File: config.mk
export PLATFORM = sky130hd
export DESIGN_NAME = split_alu
export DESIGN_NICKNAME = d
export VERILOG_FILES = /design/src/rtl/split_alu.sv
export SDC_FILE = /design/constraint.sdc
export NUM_CORES = 1
export LEC_CHECK = 0
export BUFFER_PORTS_ARGS = -buffer_cell sky130_fd_sc_hd__buf_2
export CAP_MARGIN = 20
export CORE_AREA = 2 2 139 141
export DETAILED_ROUTE_END_ITERATION = 16
export DIE_AREA = 0 0 141 143
export GPL_ROUTABILITY_DRIVEN = 0
export GPL_TIMING_DRIVEN = 0
export PLACE_DENSITY_LB_ADDON = 0.25
export REMOVE_ABC_BUFFERS = 1
export SYNTH_ARGS = -nofsm -noshare
export SYNTH_HDL_FRONTEND = slang
export SYNTH_SLANG_ARGS = --single-unit
export TNS_END_PERCENT = 30
File: constraint.sdc
create_clock -name clk -period 4.1 [get_ports clk]
set_input_delay 0.41 -clock clk [delete_from_list [all_inputs] [get_ports clk]]
set_output_delay 0.41 -clock clk [all_outputs]
set_load 0.01 [all_outputs]
File: src/rtl/split_alu.sv
module split_alu #(
  parameter int W = 32
) (
  input  logic         clk,
  input  logic         rst_n,
  input  logic         in_valid,
  input  logic [3:0]   in_cmd,
  input  logic [W-1:0] in_opa,
  input  logic [W-1:0] in_opb,
  input  logic         lock_a,
  input  logic         lock_b,
  input  logic         io_req,
  output logic         out_valid,
  output logic [W-1:0] out_data
);
  localparam int H  = W / 2;
  localparam int SW = $clog2(W);

  localparam logic [3:0] C_ADD = 4'd0;
  localparam logic [3:0] C_SUB = 4'd1;
  localparam logic [3:0] C_AND = 4'd2;
  localparam logic [3:0] C_OR  = 4'd3;
  localparam logic [3:0] C_XOR = 4'd4;
  localparam logic [3:0] C_SHL = 4'd5;
  localparam logic [3:0] C_SHR = 4'd6;
  localparam logic [3:0] C_ROR = 4'd7;

  logic         s1_v, s1_c;
  logic [3:0]   s1_cmd;
  logic [H-1:0] s1_lo, s1_ahi, s1_bhi;
  logic [SW-1:0] s1_amt;
  logic         s2_v;
  logic [W-1:0] s2_data;

  wire lock = lock_a | lock_b;
  wire adv  = ~lock & ~(s2_v & io_req);

  wire [H-1:0] a_lo = in_opa[H-1:0];
  wire [H-1:0] b_lo = in_opb[H-1:0];
  wire         sub1 = (in_cmd == C_SUB);
  wire [H:0]   lo_sum = {1'b0, a_lo} + {1'b0, sub1 ? ~b_lo : b_lo} + {{H{1'b0}}, sub1};

  logic [H-1:0] lo_nxt;
  logic         c_nxt;
  always_comb begin
    c_nxt = 1'b0;
    case (in_cmd)
      C_ADD, C_SUB: begin lo_nxt = lo_sum[H-1:0]; c_nxt = lo_sum[H]; end
      C_AND:        lo_nxt = a_lo & b_lo;
      C_OR:         lo_nxt = a_lo | b_lo;
      C_XOR:        lo_nxt = a_lo ^ b_lo;
      default:      lo_nxt = a_lo;
    endcase
  end

  always_ff @(posedge clk or negedge rst_n) begin
    if (!rst_n) begin
      s1_v   <= 1'b0;
      s1_c   <= 1'b0;
      s1_cmd <= '0;
      s1_lo  <= '0;
      s1_ahi <= '0;
      s1_bhi <= '0;
      s1_amt <= '0;
    end else if (adv) begin
      s1_v   <= in_valid;
      s1_c   <= c_nxt;
      s1_cmd <= in_cmd;
      s1_lo  <= lo_nxt;
      s1_ahi <= in_opa[W-1:H];
      s1_bhi <= in_opb[W-1:H];
      s1_amt <= in_opb[SW-1:0];
    end
  end

  wire [W-1:0]   opa_full = {s1_ahi, s1_lo};
  wire [2*W-1:0] dbl      = {opa_full, opa_full} >> s1_amt;
  wire [H-1:0]   hi_sum   = s1_ahi + ((s1_cmd == C_SUB) ? ~s1_bhi : s1_bhi) + {{(H-1){1'b0}}, s1_c};

  logic [W-1:0] r2;
  always_comb begin
    case (s1_cmd)
      C_ADD, C_SUB: r2 = {hi_sum, s1_lo};
      C_AND:        r2 = {s1_ahi & s1_bhi, s1_lo};
      C_OR:         r2 = {s1_ahi | s1_bhi, s1_lo};
      C_XOR:        r2 = {s1_ahi ^ s1_bhi, s1_lo};
      C_SHL:        r2 = opa_full << s1_amt;
      C_SHR:        r2 = opa_full >> s1_amt;
      C_ROR:        r2 = dbl[W-1:0];
      default:      r2 = opa_full;
    endcase
  end

  always_ff @(posedge clk or negedge rst_n) begin
    if (!rst_n) begin
      s2_v    <= 1'b0;
      s2_data <= '0;
    end else if (adv) begin
      s2_v    <= s1_v;
      s2_data <= s1_v ? r2 : '0;
    end
  end

  assign out_valid = s2_v & ~io_req;
  assign out_data  = out_valid ? s2_data : '0;
endmodule


==> results_dict.tcl <==
set metrics [dict create \
    fin_worst_skew_ns 0.009226 \
    dieArea_um2 20160 \
    critPathKind "reg2reg" \
    clkLatencyLatePin_ns 0.36 \
    cts_hold_buffers 0 \
    setup_viol 0 \
    vias_per_cell 6.912 \
    area_growth_pct 8.633 \
    path_cells "nor3_4 > and2_4 > xnor2_1 > fa_1 > inv_1 > fa_1 > a21o_1 > a21oi_1 > o21ai_0 > nand3_1 > a31oi_1 > xor2_1 > a221oi_1 > o21ai_0" \
    start_util_pct 61.55 \
    crit_path_end "s2_data[28]" \
    fin_util_pct 66.86 \
    drive_above_1_share_pct 16.93 \
    antenna_found_initial 0 \
    finalNetCount 1571 \
    clock_path_buffers 2 \
    peakVddDrop_mv 0.2746 \
    power_density_nw_per_um2 481.8 \
    overflow 0 \
    syn_avg_cell_area_um2 8.269 \
    p_seq_share_pct 28.4 \
    pwr-share-clk_pct 15.7 \
    fin_tns_setup_ns 0 \
    via_count 11340 \
    wl_um 36730 \
    place_hpwl_um 26180 \
    max_cap_violations 0 \
    clock-sinks 92 \
    synth_area_leaders "dfrtp_1, mux4_2, ha_1" \
    row_count 50 \
    clkTransAtPathRegs_ns 0.07 \
    slowest_delay_ns 0.65 \
    grt_max_degree 81 \
    grt_pass1_vias 10520 \
    cp.buffers_inverters 1 \
    fin_cells 1640 \
    combPwrFrac_pct 55.9 \
    internal-power_mw 3.152 \
    synth_cell_types 71 \
    fin_crit_ns 3.923 \
    fin_area_um2 12420 \
    synth-main-ff-cell "dfrtp_1" \
    wl_per_cell_um 22.39 \
    grt_use_total_pct 36.64 \
    cp.arrival_ns 4.16 \
    rr_endpoint "s2_data[28]" \
    r2r_start "s1_cmd[3]" \
    numCtsBuffers 9 \
    synth_top_area_cell "dfrtp_1" \
    reg2reg_depth 14 \
    ys_warn_count 0 \
    synth.cell_area_um2 11440 \
    ys_ff_latch 92 \
    synthArstFlopShare_pct 100.0 \
    route.detailed.drc 0 \
    ant_nets 0 \
    syn-instance-count 1383 \
    htree_levels 3 \
    pre_cts_ws_ns -0.7365 \
    fmaxAchievable_ghz 0.2549 \
    hold_viol_final 0 \
    cp_slowest_cell "dfrtp_2" \
    grt_pass1_wl_um 57660 \
    path_max_fanout 25 \
    tightest_slew_ns 1.118 \
    cts_tree "built" \
    critPathLaunch "s1_cmd[3]" \
    worst-path-stages 14 \
    status "completed" \
    io_buffers 106 \
    dp.cells 1618 \
    relSlewSlack_pct 25.38 \
    ys_seq_area_share_pct 20.13 \
    placed_cell_area_um2 12030 \
    holdWs_ns 0.03790 \
    die_w_um 141 \
    period_share_pct 95.69 \
    end_kind "flop" \
    netlist.area_leader.share_pct 20.13 \
    dr.pass1.iters 8 \
    critical_path.top_delay_family "compound AO/OA/AOI/OAI gates" \
    cts_root_buffer "clkbuf_16" \
    synth_edf_count 0 \
    synth.most_common_cell "nand2_1" \
    drt_iter0_drc 1669 \
    n_antenna_cell 0 \
    p_switching_mw 2.833 \
    slew_viol_final 0 \
    hp-class "in2async" \
    power_leakage_nw 5.478 \
    startpoint_type "flop" \
    switching_share_pct 47.34 \
    ios 107 \
    ys_top_cells_by_count "nand2_1, o21ai_0, nor2_1" \
    rrSetupSlack_ns 0.18 \
    worst_slack_ns 0.1767 \
    critPathRequiredTime_ns 4.33 \
    die_y_um 143 \
    core_area_um2 18580 \
    power_mw 5.986 \
]
## layer usage
layer | part of all wire, % | vias up | global-route usage [%] | wire (um)
met2 | 43 | 809 | 53.97 | 15640
met3 | 13 | 185 | 10.70 | 4952
li1 | - | 5084 | - | -
met5 | 0 | - | 1.253 | 0
met4 | 5.1 | 0 | 17.63 | 1883
met1 | 39 | 5257 | 49.59 | 14250
## timing repair
action / 4_1_cts / 5_1_grt
endpoints found under the setup margin: 25 / 6
hold endpoints to repair: 0 / 0
gates cloned: 0 / 0
buffers inserted: 0 / 6
resized for setup: 6 / 2
## how the worst min path moves through the flow
stage | endpoint | slack (ns) | depth (start not counted)
2_1_floorplan | s1_ahi[0] | 0.11 | 0
3_3_place_gp | s2_data[19] | 0.44 | 2
3_5_place_dp | s2_v | 0.44 | 1
4_1_cts | s2_v | 0.06 | 1
5_1_grt | s2_data[8] | 0.08 | 1
6_report | s2_v | 0.04 | 1
## sequential cells by signal, summed over array words and instances, names as in the netlist
name     cells
s2_data     32
s1_ahi      16
s1_bhi      16
s1_lo       16
s1_amt       5
s1_cmd       4
s1_c         1
s1_v         1
s2_v         1
## power by group through the flow
| stage | logic, mW | clock network (mW) | registers [mW] |
|---|---|---|---|
| 5_1_grt | 3.60 | 0.980 | 1.73 |
| 3_3_place_gp | 3.05 | 0 | 1.71 |
| 3_5_place_dp | 3.17 | 0 | 1.68 |
| 4_1_cts | 3.20 | 0.947 | 1.66 |
| 2_1_floorplan | 2.34 | 0 | 1.50 |
| 6_report | 3.34 | 0.939 | 1.70 |
## logic make-up (layout without fill, tap and decap cells)
group	count (synthesis)	count (layout)	synth area share, %
fa+ha+maj	96	96	10.70
xor+xnor	53	53	4.059
mux	134	134	18.87
simple gates	402	402	15.89
buf+inv	200	223	7.418
flops	92	92	20.13
compound gates	406	406	22.93
## layout by cell type, fill, tap and decap left out, types with 7 or more instances in the layout
cell type | Yosys | final
dfrtp_1 | 92 | 86
nand3_1 | 14 | 14
nor3_1 | 17 | 15
xnor2_1 | 42 | 42
mux4_2 | 53 | 53
a21oi_1 | 75 | 75
a31oi_1 | 16 | 16
o21a_1 | 12 | 12
ha_1 | 93 | 93
mux2_2 | 15 | 15
xor2_1 | 11 | 11
o221ai_1 | 20 | 20
and3_1 | 8 | 8
o211ai_1 | 11 | 11
and2_1 | 42 | 40
buf_4 | 6 | 9
a22o_1 | 10 | 10
nor2_1 | 113 | 113
clkbuf_16 | 0 | 9
mux2i_1 | 57 | 57
nand2_1 | 167 | 167
inv_1 | 77 | 77
o22ai_1 | 9 | 9
a221oi_1 | 24 | 24
a211oi_1 | 13 | 12
o2111ai_1 | 11 | 11
mux4_1 | 8 | 8
o31ai_1 | 7 | 7
buf_2 | 23 | 105
or3_1 | 8 | 8
o21ai_0 | 141 | 141
## cell type report
type / count / area, um2
tap: 234 / 292.8
clock buffer: 12 / 256.5
timing repair buffer: 127 / 833.3
multi-input combinational: 1091 / 8351
fill: 1584 / 6157
inverter: 80 / 300.3
clock inverter: 4 / 72.57
sequential: 92 / 2317
No activity file was read; power rests on OpenSTA's default activity.
